[config.mk]
export PLATFORM = sky130hd
export DESIGN_NAME = poh_inserter
export DESIGN_NICKNAME = d
export VERILOG_FILES = /design/src/rtl/poh_pkg.sv /design/src/rtl/poh_bip_acc.sv /design/src/rtl/poh_febe_acc.sv /design/src/rtl/poh_slot_mux.sv /design/src/rtl/poh_inserter.sv
export SDC_FILE = /design/constraint.sdc
export NUM_CORES = 1
export LEC_CHECK = 0
export ABC_AREA = 0
export BUFFER_PORTS_ARGS = -buffer_cell sky130_fd_sc_hd__buf_4
export CORE_MARGIN = 4
export CORE_UTILIZATION = 57
export CTS_CLUSTER_SIZE = 25
export DETAILED_ROUTE_END_ITERATION = 10
export PLACE_DENSITY_LB_ADDON = 0.08
export SLEW_MARGIN = 30
export SYNTH_ARGS = -nofsm -noshare
export SYNTH_HDL_FRONTEND = slang
export SYNTH_SLANG_ARGS = --single-unit
[constraint.sdc]
create_clock -name clk -period 5.2 [get_ports clk]
set_clock_uncertainty 0.1 [all_clocks]
set_input_delay 0.26 -clock clk [delete_from_list [all_inputs] [get_ports clk]]
set_output_delay 0.26 -clock clk [all_outputs]
set_load 0.1 [all_outputs]
[src/rtl/poh_pkg.sv]
package poh_pkg;
  parameter int BYTE_W    = 8;
  parameter int FEBE_W    = 4;
  parameter int FEBE_MAX  = 8;
  parameter int ROW_W     = 4;
  parameter int ROW_PAR   = 1;
  parameter int ROW_LABEL = 2;
  parameter int ROW_STAT  = 3;
  parameter logic [BYTE_W-1:0] LABEL_ATM = 8'h13;

  // one step of the bit-interleaved parity
  function automatic logic [BYTE_W-1:0] bip_step(input logic [BYTE_W-1:0] acc,
                                                 input logic [BYTE_W-1:0] b);
    return acc ^ b;
  endfunction

  // add a clipped count to a saturating sum
  function automatic logic [FEBE_W-1:0] febe_add(input logic [FEBE_W-1:0] acc,
                                                 input logic [FEBE_W-1:0] inc);
    logic [FEBE_W:0] clip;
    logic [FEBE_W:0] sum;
    clip = (inc > FEBE_W'(FEBE_MAX)) ? (FEBE_W+1)'(FEBE_MAX) : {1'b0, inc};
    sum  = {1'b0, acc} + clip;
    return (sum > (FEBE_W+1)'(FEBE_MAX)) ? FEBE_W'(FEBE_MAX) : sum[FEBE_W-1:0];
  endfunction

  function automatic logic [BYTE_W-1:0] status_byte(input logic [FEBE_W-1:0] febe,
                                                    input logic rdi);
    return {febe, rdi, 3'b000};
  endfunction
endpackage

[src/rtl/poh_bip_acc.sv]
module poh_bip_acc
  import poh_pkg::*;
#(
  parameter int W = BYTE_W
) (
  input  logic         clk,
  input  logic         rst_n,
  input  logic         byte_vld,
  input  logic         frame_first,
  input  logic [W-1:0] byte_in,
  output logic [W-1:0] bip_prev
);
  logic [W-1:0] running;
  logic         frame_edge;

  assign frame_edge = byte_vld & frame_first;

  always_ff @(posedge clk) begin
    if (!rst_n) begin
      running  <= '0;
      bip_prev <= '0;
    end else if (frame_edge) begin
      bip_prev <= running;
      running  <= byte_in;
    end else if (byte_vld) begin
      running  <= bip_step(running, byte_in);
    end
  end

  // latched parity changes only at a frame start
  assert_bip_hold_R3: assert property (@(posedge clk) disable iff (!rst_n)
    !frame_edge |=> $stable(bip_prev));
endmodule

[src/rtl/poh_febe_acc.sv]
module poh_febe_acc
  import poh_pkg::*;
#(
  parameter int W   = FEBE_W,
  parameter int MAX = FEBE_MAX
) (
  input  logic         clk,
  input  logic         rst_n,
  input  logic         err_vld,
  input  logic [W-1:0] err_cnt,
  input  logic         sent_clear,
  output logic [W-1:0] acc
);
  logic [W-1:0] base;
  logic [W-1:0] acc_nxt;

  always_comb begin
    base    = sent_clear ? '0 : acc;
    acc_nxt = err_vld ? febe_add(base, err_cnt) : base;
  end

  always_ff @(posedge clk) begin
    if (!rst_n) acc <= '0;
    else        acc <= acc_nxt;
  end

  assert_febe_bound_R6: assert property (@(posedge clk) disable iff (!rst_n)
    acc <= W'(MAX));
  assert_febe_clear_R6: assert property (@(posedge clk) disable iff (!rst_n)
    (sent_clear && !err_vld) |=> (acc == '0));
  assert_febe_keep_R7: assert property (@(posedge clk) disable iff (!rst_n)
    (!sent_clear && !err_vld) |=> $stable(acc));
endmodule

[src/rtl/poh_slot_mux.sv]
module poh_slot_mux
  import poh_pkg::*;
#(
  parameter int W  = BYTE_W,
  parameter int FW = FEBE_W
) (
  input  logic          slot_par,
  input  logic          slot_label,
  input  logic          slot_stat,
  input  logic [W-1:0]  byte_in,
  input  logic [W-1:0]  bip_prev,
  input  logic          corrupt,
  input  logic          label_ovr,
  input  logic [W-1:0]  label_val,
  input  logic          febe_force,
  input  logic [FW-1:0] febe_forced,
  input  logic [FW-1:0] febe_acc,
  input  logic          rdi,
  output logic [W-1:0]  byte_out
);
  logic [W-1:0]  par_byte;
  logic [W-1:0]  label_byte;
  logic [FW-1:0] febe_sent;

  always_comb begin
    par_byte   = bip_prev ^ {W{corrupt}};
    label_byte = label_ovr ? label_val : LABEL_ATM;
    febe_sent  = febe_force ? febe_forced : febe_acc;
    unique case (1'b1)
      slot_par:   byte_out = par_byte;
      slot_label: byte_out = label_byte;
      slot_stat:  byte_out = status_byte(febe_sent, rdi);
      default:    byte_out = byte_in;
    endcase
  end

  assert_one_slot_R2: assert final ($onehot0({slot_par, slot_label, slot_stat}));
endmodule

[src/rtl/poh_inserter.sv]
module poh_inserter
  import poh_pkg::*;
#(
  parameter int W  = BYTE_W,
  parameter int FW = FEBE_W,
  parameter int RW = ROW_W
) (
  input  logic          clk,
  input  logic          rst_n,
  input  logic [W-1:0]  in_data,
  input  logic          in_spe_valid,
  input  logic          in_frame_start,
  input  logic          in_poh_col,
  input  logic [RW-1:0] in_row,
  input  logic          cfg_c2_override,
  input  logic [W-1:0]  cfg_c2_value,
  input  logic          cfg_b3_corrupt,
  input  logic          cfg_febe_force,
  input  logic [FW-1:0] cfg_febe_value,
  input  logic          cfg_rdi,
  input  logic          rx_b3_err_valid,
  input  logic [FW-1:0] rx_b3_err_count,
  output logic [W-1:0]  out_data,
  output logic          out_spe_valid,
  output logic          out_frame_start
);
  // named slot events
  logic          poh_byte;
  logic          slot_par;
  logic          slot_label;
  logic          slot_stat;
  logic          febe_sent_clear;
  logic [W-1:0]  bip_prev;
  logic [FW-1:0] febe_acc;
  logic [W-1:0]  byte_nxt;

  assign poh_byte        = in_spe_valid & in_poh_col;
  assign slot_par        = poh_byte & (in_row == RW'(ROW_PAR));
  assign slot_label      = poh_byte & (in_row == RW'(ROW_LABEL));
  assign slot_stat       = poh_byte & (in_row == RW'(ROW_STAT));
  assign febe_sent_clear = slot_stat & ~cfg_febe_force;

  poh_slot_mux #(.W(W), .FW(FW)) u_mux (
    .slot_par    (slot_par),
    .slot_label  (slot_label),
    .slot_stat   (slot_stat),
    .byte_in     (in_data),
    .bip_prev    (bip_prev),
    .corrupt     (cfg_b3_corrupt),
    .label_ovr   (cfg_c2_override),
    .label_val   (cfg_c2_value),
    .febe_force  (cfg_febe_force),
    .febe_forced (cfg_febe_value),
    .febe_acc    (febe_acc),
    .rdi         (cfg_rdi),
    .byte_out    (byte_nxt)
  );

  poh_bip_acc #(.W(W)) u_bip (
    .clk         (clk),
    .rst_n       (rst_n),
    .byte_vld    (in_spe_valid),
    .frame_first (in_frame_start),
    .byte_in     (byte_nxt),
    .bip_prev    (bip_prev)
  );

  poh_febe_acc #(.W(FW), .MAX(FEBE_MAX)) u_febe (
    .clk        (clk),
    .rst_n      (rst_n),
    .err_vld    (rx_b3_err_valid),
    .err_cnt    (rx_b3_err_count),
    .sent_clear (febe_sent_clear),
    .acc        (febe_acc)
  );

  always_ff @(posedge clk) begin
    if (!rst_n) begin
      out_data        <= '0;
      out_spe_valid   <= 1'b0;
      out_frame_start <= 1'b0;
    end else begin
      out_data        <= byte_nxt;
      out_spe_valid   <= in_spe_valid;
      out_frame_start <= in_frame_start;
    end
  end

  assert_latency_R2: assert property (@(posedge clk) disable iff (!rst_n)
    1'b1 |=> (out_spe_valid == $past(in_spe_valid)) &&
             (out_frame_start == $past(in_frame_start)));
  assert_nonspe_untouched_R9: assert property (@(posedge clk) disable iff (!rst_n)
    !in_spe_valid |=> (out_data == $past(in_data)));
  assert_label_default_R5: assert property (@(posedge clk) disable iff (!rst_n)
    (slot_label && !cfg_c2_override) |=> (out_data == LABEL_ATM));
  assert_status_low_R8: assert property (@(posedge clk) disable iff (!rst_n)
    slot_stat |=> (out_data[2:0] == 3'b000) && (out_data[3] == $past(cfg_rdi)));
  assert_status_forced_R7: assert property (@(posedge clk) disable iff (!rst_n)
    (slot_stat && cfg_febe_force) |=> (out_data[7:4] == $past(cfg_febe_value)));
endmodule

* After elaboration in Yosys (flattened, before gate mapping)
Cells that the tools add are included.
** Cells by class
- Equal/unequal tests :: 3
- Mux-type cells :: 9
- Reduce and logical (&&, ||, !) cells :: 1
- Add/sub/neg operators :: 1
- Order comparisons :: 2
- Bitwise gates (word level) :: 9
** Operator list (count)
- 8-bit two-way mux :: 3
- 8-bit case mux with 3 select lines :: 1
- 4-bit two-way mux :: 5
- 8-bit XOR :: 2
- 4-bit by 2-bit == test with 1-bit output, second input constant :: 2
- 1-bit AND :: 6
- 4-bit by 5-bit adder with 5-bit output :: 1
- 5-bit by 4-bit greater-than comparator with 1-bit output, second input constant :: 1
- 4-bit by 1-bit == test with 1-bit output, second input constant :: 1
- 4-bit greater-than comparator, second input constant :: 1
- 2-bit nonzero test :: 1
- 1-bit inverter :: 1
** Storage, ports and cells
- Word-level logic and storage cells :: 31
- Bits of input ports :: 38
- Bits in registers :: 30

* Logic depth before layout (Yosys ltp)
Gate-level depths: netlist of the first run.
- Word-level depth :: 8
- Depth in mapped cells :: 12
- Depth with buffers taken out :: 10

* Hierarchy
Synthesis of the first run repeated with hierarchy kept, for this count alone.
** Unflattened totals
- Cells, all modules :: 206
- Area, all modules :: 1828.0 um^2
** Modules (own cells, without submodules)
- poh_bip_acc :: sequential area each 320.3 um^2, cells each 89, times used 1, area an instance 788.3 um^2
- poh_febe_acc :: sequential area each 80.1 um^2, cells each 40, times used 1, area an instance 355.3 um^2
- poh_slot_mux :: sequential area each 0.0 um^2, cells each 51, times used 1, area an instance 351.6 um^2
- poh_inserter :: sequential area each 200.2 um^2, cells each 26, times used 1, area an instance 332.8 um^2

* Worst setup path after synthesis of the first run
Ideal clock, no wire load.
- Kind :: in2reg
- Start point :: input port in_spe_valid
- End point :: register u_febe.acc[1]
- Stages on the path :: 12
- Arrival :: 2112 ps
- Library setup time :: 70 ps
- Path slack :: 2918 ps
- Path buffers :: 2
- Data required time :: 5030 ps
- Cell sequence :: buf_6 > nor4bb_1 > buf_4 > nand4b_1 > nand2_1 > inv_1 > ha_1 > a21o_1 > a21o_1 > a21oi_1 > nand2b_1 > a21oi_1
** Between the ends
- Word-level cells in the longest chain between the ends :: 8
** Ends and longest elaborated chain
- from (decl) :: line poh_inserter.sv:11 : input logic in_spe_valid,
- 1-bit AND (*) :: line poh_inserter.sv:37 : assign poh_byte = in_spe_valid & in_poh_col;
- 1-bit AND (*) :: line poh_inserter.sv:40 : assign slot_stat = poh_byte & (in_row == RW'(ROW_STAT));
- 1-bit AND (*) :: line poh_inserter.sv:41 : assign febe_sent_clear = slot_stat & ~cfg_febe_force;
- 4-bit two-way mux (*) :: line poh_febe_acc.sv:18 : base = sent_clear ? '0 : acc;
- 4-bit by 5-bit adder with 5-bit output :: line poh_pkg.sv:23 : sum = {1'b0, acc} + clip;
- 5-bit by 4-bit greater-than comparator with 1-bit output :: line poh_pkg.sv:24 : return (sum > (FEBE_W+1)'(FEBE_MAX)) ? FEBE_W'(FEBE_MAX) : sum[FEBE_W-1:0];
- 4-bit two-way mux :: line poh_pkg.sv:24
- 4-bit two-way mux (*) :: line poh_febe_acc.sv:19 : acc_nxt = err_vld ? febe_add(base, err_cnt) : base;
- to (signal assigned) :: line poh_febe_acc.sv:24 : else acc <= acc_nxt;
- to (decl) :: line poh_febe_acc.sv:12 : output logic [W-1:0] acc
Every way passes the cells marked *; elsewhere a longest branch is shown, timed or not.
A chain may end at the register's enable or synchronous reset.

* Worst setup path after layout of the first run
- Start point :: input port in_row[3]
- End point :: register u_febe.acc[1]
** Between the ends
- Word-level cells in the longest chain between the ends :: 8
** Ends and longest elaborated chain
- from (decl) :: line poh_inserter.sv:14 : input logic [RW-1:0] in_row,
- 4-bit by 2-bit == test with 1-bit output (*) :: line poh_inserter.sv:40
- 1-bit AND (*) :: line poh_inserter.sv:40
- 1-bit AND (*) :: line poh_inserter.sv:41
- 4-bit two-way mux (*) :: line poh_febe_acc.sv:18
- 4-bit by 5-bit adder with 5-bit output :: line poh_pkg.sv:23
- 5-bit by 4-bit greater-than comparator with 1-bit output :: line poh_pkg.sv:24
- 4-bit two-way mux :: line poh_pkg.sv:24
- 4-bit two-way mux (*) :: line poh_febe_acc.sv:19
Marks and branches as above.

==> impl_results.md, run 1 <==
- Worst slew pin tran: 0.659 ns
- First-pass GRT wire length: 6640 um
- Vias in the first global route: 1,445
- Hold Crit Class: in2reg
- Routed WL: 4140 um
- Clock slew at reported path FFs: 0.11 ns
- Crit path required time: 5.36 ns
- PostCTS Resize Cnt: 0
- Design area: 0.00224 mm^2
- Full die area: 0.00424 mm^2
- Syn-to-layout area delta: 20.7%
- Maximum vdd drop: 0.176 mV
- Hold Fails Final Rpt: 0
- Setup CP Type: in2reg
- Share of cells above drive strength 1: 24.4%
- Die width: 65.1 um
- Synth Register Bits: 30
- Crit-path cells: buf_4 > nor4bb_1 > buf_4 > nand4b_1 > nand2_1 > inv_1 > ha_1 > a21o_1 > a21o_1 > a21oi_1 > nand2b_1 > a21oi_1
- Die H: 65.1 um
- Post-synth top area share: 32.3%
- Setup tns final: 0 ns
- Total GRT Usage: 20.1%
- Count of flip-flops with a built-in enable after synthesis: 0
- Buffers on Ports: 47
- Clk sinks: 30
- Largest family of logic cells by synthesized area: simple AND/OR/NAND/NOR gates
- Total power: 0.546 mW
- DR WL/cell: 13.5 um
- # setup viols final: 0
- Pin count of the biggest net entering global routing: 22
- Syn nets: 265
- Mux contribution to synthesized area: 4.31%
- Met1 Routed Length: 1980 um
- Synth top area cells: dfxtp_1 32%, nand2_1 6.7%, mux2i_1 4.3%, and2_1 3.7%, nor2_1 3.6%
- # diodes: 0
- Starting Density: 60.4%
- Data arrival, critical path: 2.43 ns
- Final worst-path cycle share: 43.6%
- Reported leakage power: 0.958 nW
- Adder-cell share of the synthesized area: 3.77%
- Relative slew slack: 56.0%
- Final Critical Period: 2.27 ns
- Dpl cell area: 0.00218 mm^2
- Status: finished, final reports clean
- Row count: 20
- RSZ-0062 raised after global routing: no
- Routed met2 length: 1840 um
- H-tree Lvls: 2
- Cts bufs inserted: 5
- Final core occ: 72.9%
- Sequential area share after synthesis: 32.3%
- Layout Nets: 304
- Post-synth cell types: 47
- Power per cell area: 243 mW/mm^2
- Leading area contributor after synthesis: dfxtp_1
- XOR/XNOR Fraction of Synth Area: 4.24%
- Simple-gate area share of the yosys netlist: 29.1%
- Root Driver: clkbuf_4
- CP Capture Type: register
- Fmax: 0.441 GHz
- Highest routed layer: met4
- CP Launch Type: primary input
- Total number of vias: 1,659
- DR vias/cell: 5.42
- Fill count: 271
- CTS Hold Bufs: 0
- DR DRC count: 0
- HPWL Detailed: 3130 um
- Initial antenna violation count: 0
- I/O pin total: 48
- Iter 0 DRT Violations: 76
- Mapped Area: 0.00186 mm^2
- Compound-Gate Fraction of Synth Area: 20.3%
- Post-Syn Instances: 222
- Aggregate global routing overflow: 0
- Post-CTS setup buffers: 0
- Slowest-stage cell, CP: a21oi_1
- DR pass1 iterations: 6
- Syn. warnings: 0
- Clock Path Buffers: 2
- Max-Cap Viols: 0
- CTS tree: yes
- Post-route ant nets: 0
- Core box area: 0.00308 mm^2
- Routed wl met3: 282 um
- Top FF cell, synth: dfxtp_1
- RD Place Congestion: 0.839
- Mean Syn Cell Area: 8.38 um^2
- FFs w/ async S/R, synth: 0%
- Clock latency on the worst-skew pair: 0.34 ns
- CP Max Fanout: 7
- Final Max Tran Viols: 0
- Commonest non-fill, non-tap cell in the layout: buf_4
- Critical Path Max Stage Delay: 0.31 ns
- Most frequent cells in the layout: 48 x buf_4, 33 x nand2_1, 30 x dfxtp_1, 18 x nor2_1, 11 x and2_1
## cell families after synthesis
| group | after synthesis |
|---|---|
| xor gates and xnor gates | 9 |
| and+or+nand+nor | 101 |
| buffers and inverters | 22 |
| AOI/OAI and AO/OA | 47 |
| muxes | 8 |
| adders and majority gates | 5 |
| DFF | 30 |
## metal layers
metal | global-route usage (%) | up-vias
li1 | - | 868
met1 | 27.5 | 736
met2 | 31.0 | 51
met3 | 4.96 | 4
met4 | 6.48 | 0
met5 | 0 | -
## cells in the mapped netlist (3+ instances only)
| cell | count |
|---|---|
| xnor2_1 | 4 |
| nor3_1 | 6 |
| a21oi_1 | 10 |
| dfxtp_1 | 30 |
| buf_2 | 3 |
| nand3b_1 | 3 |
| mux2i_1 | 8 |
| a311o_1 | 3 |
| o311a_1 | 3 |
| nor4_1 | 3 |
| xor2_1 | 5 |
| and2_1 | 11 |
| o21ai_0 | 6 |
| a211oi_2 | 3 |
| a22oi_1 | 3 |
| nand2_1 | 33 |
| inv_1 | 6 |
| ha_1 | 4 |
| nor2_1 | 18 |
| nand2b_1 | 4 |
| nor2b_1 | 8 |
| a31oi_1 | 3 |
| buf_4 | 3 |
| nand3_1 | 4 |
| clkbuf_1 | 8 |
## final cells by class
type                       instances  area [um^2]  share of cell area, %
multi-input combinational        170         1150                   51.1
sequential                        30          601                   26.8
timing repair buffer              48          360                   16.1
tap                               44         55.1                   2.45
clock buffer                       5         37.5                   1.67
inverter                           6         22.5                   1.00
clock inverter                     3         21.3                  0.948
## sequential cells by signal, summed over array words and instances, names as in the netlist
register / cells
out_data: 8
out_frame_start: 1
out_spe_valid: 1
u_bip.bip_prev: 8
u_bip.running: 8
u_febe.acc: 4
## per-stage QoR
step           setup slack (ns)  std cells  hold WS, ns
2_1_floorplan              2.92        222        0.331
3_3_place_gp               2.67        298        0.355
3_5_place_dp               2.59        298        0.358
4_1_cts                    2.95        306        0.110
5_1_grt                    2.73        306        0.129
6_report                   2.93        306        0.128
## worst max-delay path: cells and delay by family
family,cells,cell delay [ns]
buffers and inverters,3,0.39
AOI/OAI and AO/OA,4,0.80
and+or+nand+nor,4,0.71
adders and majority gates,1,0.28
## power breakdown
part,internal [mW],switching (mW)
clock network,0.0525,0.0890
logic,0.0583,0.0908
registers,0.245,0.0103
## path summary, 6_finish.rpt
| kind | start | endpoint | slack (ns) | cells past startpoint |
|---|---|---|---|---|
| max reg2reg | u_febe.acc[1] | u_febe.acc[1] | 3.35 | 8 |
| max | in_row[3] | u_febe.acc[1] | 2.93 | 12 |
| min | in_frame_start | u_bip.running[0] | 0.13 | 2 |
| min reg2reg | u_bip.bip_prev[3] | u_bip.bip_prev[3] | 0.37 | 2 |
No activity file was read; power rests on OpenSTA's default activity.
==> run 2, diff against run 1 <==
--- a/config.mk
+++ b/config.mk
@@ -5,10 +5,10 @@
 export SDC_FILE = /design/constraint.sdc
 export NUM_CORES = 1
 export LEC_CHECK = 0
-export ABC_AREA = 0
+export ABC_AREA = 1
 export BUFFER_PORTS_ARGS = -buffer_cell sky130_fd_sc_hd__buf_4
 export CORE_MARGIN = 4
-export CORE_UTILIZATION = 57
+export CORE_UTILIZATION = 47
 export CTS_CLUSTER_SIZE = 25
 export DETAILED_ROUTE_END_ITERATION = 10
 export PLACE_DENSITY_LB_ADDON = 0.08
==> constraint.sdc (replaced) <==
create_clock -name clk -period 2 [get_ports clk]
set_clock_uncertainty 0.1 [all_clocks]
set_input_delay 0.1 -clock clk [delete_from_list [all_inputs] [get_ports clk]]
set_output_delay 0.1 -clock clk [all_outputs]
set_load 0.1 [all_outputs]
==> impl_results.md, run 2 <==
- Synth Register Bits: 30 (unchanged)
- Syn nets: 318 (was 265)
- Core box area: 0.00347 mm^2 (was 0.00308 mm^2)
- Max-Cap Viols: 0 (unchanged)
- Die width: 69.2 um (was 65.1 um)
- Mean Syn Cell Area: 6.40 um^2 (was 8.38 um^2)
- Row count: 21 (was 20)
- Top-count cell post-synth: nand2_1 (unchanged)
- Mapped Area: 0.00176 mm^2 (was 0.00186 mm^2)
- Multi-input logic area: 936 um^2 (was 0.00115 mm^2)
- Status: finished, final reports clean (unchanged)
- RD Place Congestion: 0.862 (was 0.839)
- Design area: 0.00226 mm^2 (was 0.00224 mm^2)
- Crit path required time: 2.05 ns (was 5.36 ns)
- Post-route ant nets: 0 (unchanged)
- Clk sinks: 30 (unchanged)
- Clock Path Buffers: 2 (unchanged)
- Starting Density: 50.8% (was 60.4%)
- Share of cells above drive strength 1: 21.3% (was 24.4%)
- Syn-to-layout area delta: 28.3% (was 20.7%)
- Reported leakage power: 1.17 nW (was 0.958 nW)
- FFs w/ async S/R, synth: 0% (unchanged)
- Post-synth top area share: 34.1% (was 32.3%)
- Final Critical Period: 1.83 ns
- Top FF cell, synth: dfxtp_1 (unchanged)
- Register area: 601 um^2 (unchanged)
- H-tree Lvls: 2 (unchanged)
- Cts bufs inserted: 5 (unchanged)
- Vias in the first global route: 1,642 (was 1,445)
- Clock slew at reported path FFs: 0.06 ns (was 0.11 ns)
- Relative slew slack: 73.9% (was 56.0%)
- Commonest non-fill, non-tap cell in the layout: nand2_1 (was buf_4)
- Sequential area share after synthesis: 34.1% (was 32.3%)
- DR pass1 iterations: 4 (was 6)
- Iter 0 DRT Violations: 138 (was 76)
- Most frequent cells in the layout: 52 x nand2_1, 51 x buf_4, 44 x inv_1, 40 x nand3_1, 37 x nor2_1 (was 48 x buf_4, 33 x nand2_1, 30 x dfxtp_1, 18 x nor2_1, 11 x and2_1)
- DR DRC count: 0 (unchanged)
- DR vias/cell: 4.89 (was 5.42)
- # setup viols final: 0 (unchanged)
- Post-synth cell types: 23 (was 47)
- Power per cell area: 681 mW/mm^2 (was 243 mW/mm^2)
- Final Max Tran Viols: 0 (unchanged)
- CP Max Fanout: 4 (was 7)
- Total GRT Usage: 18.6% (was 20.1%)
- Total number of vias: 1,808 (was 1,659)
- CP Capture Type: register (unchanged)
- # diodes: 0 (unchanged)
- Layout Nets: 366 (was 304)
- Synth top area cells: dfxtp_1 34%, nand3_1 11%, nand2_1 11%, inv_1 9.4%, nor2_1 7.9% (was dfxtp_1 32%, nand2_1 6.7%, mux2i_1 4.3%, and2_1 3.7%, nor2_1 3.6%)
- First-pass GRT wire length: 7300 um (was 6640 um)
- Synth cell count leaders: 52 x nand2_1, 44 x inv_1, 40 x nand3_1 (was 33 x nand2_1, 30 x dfxtp_1, 18 x nor2_1)
- Aggregate global routing overflow: 0 (unchanged)
- Worst slew pin tran: 0.389 ns (was 0.659 ns)
- Final core occ: 65.1% (was 72.9%)
- I/O pin total: 48 (unchanged)
- Setup CP Type: reg2reg (was in2reg)
- Fmax: 0.545 GHz
- Clock latency on the worst-skew pair: 0.28 ns (was 0.34 ns)
- Setup tns final: 0 ns (unchanged)
- CP Launch Type: register (was primary input)
- RSZ-0062 raised after global routing: no (unchanged)
- Total power: 1.54 mW (was 0.546 mW)
- Dpl cell area: 0.00215 mm^2 (was 0.00218 mm^2)
- CTS tree: yes (unchanged)
- Buffers on Ports: 47 (unchanged)
- Maximum vdd drop: 0.501 mV (was 0.176 mV)
- Initial antenna violation count: 0 (unchanged)
- Routed WL: 4360 um (was 4140 um)
- DR WL/cell: 11.8 um (was 13.5 um)
- Largest regs: out_data (8), u_bip.bip_prev (8), u_bip.running (8) (unchanged)
- Final worst-path cycle share: 91.7%
- Leading area contributor after synthesis: dfxtp_1 (unchanged)
- Fill count: 326 (was 271)
- Count of flip-flops with a built-in enable after synthesis: 0 (unchanged)
- Data arrival, critical path: 1.89 ns (was 2.43 ns)
- Hold Fails Final Rpt: 0 (unchanged)
- Die H: 69.2 um (was 65.1 um)
- Syn. warnings: 0 (unchanged)
- HPWL Detailed: 3360 um (was 3130 um)
- Root Driver: clkbuf_8 (was clkbuf_4)
- Pin count of the biggest net entering global routing: 21 (was 22)
- Post-Syn Instances: 275 (was 222)
- Full die area: 0.00479 mm^2 (was 0.00424 mm^2)
- Hold Crit Class: in2reg (unchanged)
-- run 2: cell type report --
type                            instances  share of cell area, %
Clock inverter                          2                  0.554
Clock buffer                            6                   3.66
Sequential cell                        30                   26.6
Inverter                               47                   7.81
Multi-Input combinational cell        187                   41.4
Tap cell                               46                   2.55
Timing Repair Buffer                   52                   17.4
-- run 2: final timing paths --
| check | start | end | slack, ns | depth (start not counted) |
|---|---|---|---|---|
| setup / recovery | u_febe.acc[0] | u_febe.acc[2] | 0.17 | 9 |
| hold / removal | rx_b3_err_valid | u_febe.acc[3] | 0.03 | 3 |
| setup reg to reg | u_febe.acc[0] | u_febe.acc[2] | 0.17 | 9 |
| hold reg to reg | u_bip.running[1] | u_bip.bip_prev[1] | 0.36 | 2 |
-- run 2: repair_timing --
item,CTS,global route
endpoints found under the setup margin,0,3
hold endpoints to repair,1,0
buffers inserted,0,0
gates resized for setup,0,1
hold buffers,1,0
-- run 2: through the flow --
step / instances / setup slack, ns / hold slack [ns]
after detailed placement: 361 / 0.0224 / 0.194
after global placement: 361 / 0.0596 / 0.189
final: 370 / 0.165 / 0.0329
after floorplan: 275 / 0.171 / 0.0935
after CTS: 370 / 0.170 / 0.0235
after global routing: 370 / 0.0351 / 0.0545
-- run 2: kinds of logic after synthesis --
kind of cell	share of synthesized area, %
buffers and inverters	13.1
xor gates and xnor gates	2.49
and+or+nand+nor	36.8
adders and majority gates	3.98
AOI/OAI and AO/OA	9.45
DFF	34.1
-- run 2: metal layers --
metal	track usage (%)	part of all wire, %
met3	6.96	8.1
met5	0	0
met2	28.4	44
met4	5.21	1.3
met1	24.6	46
-- run 2: power breakdown --
part	internal, mW	switching (mW)	total [mW]
Clock	0.276	0.233	0.509
Sequential	0.636	0.0146	0.651
Combinational	0.135	0.242	0.378
-- run 2: worst max-delay path, stage by stage, from the launching register on --
cell	delay (ns)
dfxtp_1	0.34
inv_1	0.04
nor2_1	0.14
ha_1	0.19
inv_1	0.06
fa_1	0.40
o21ai_0	0.19
nor2_1	0.10
nand3_1	0.09
a21oi_1	0.06
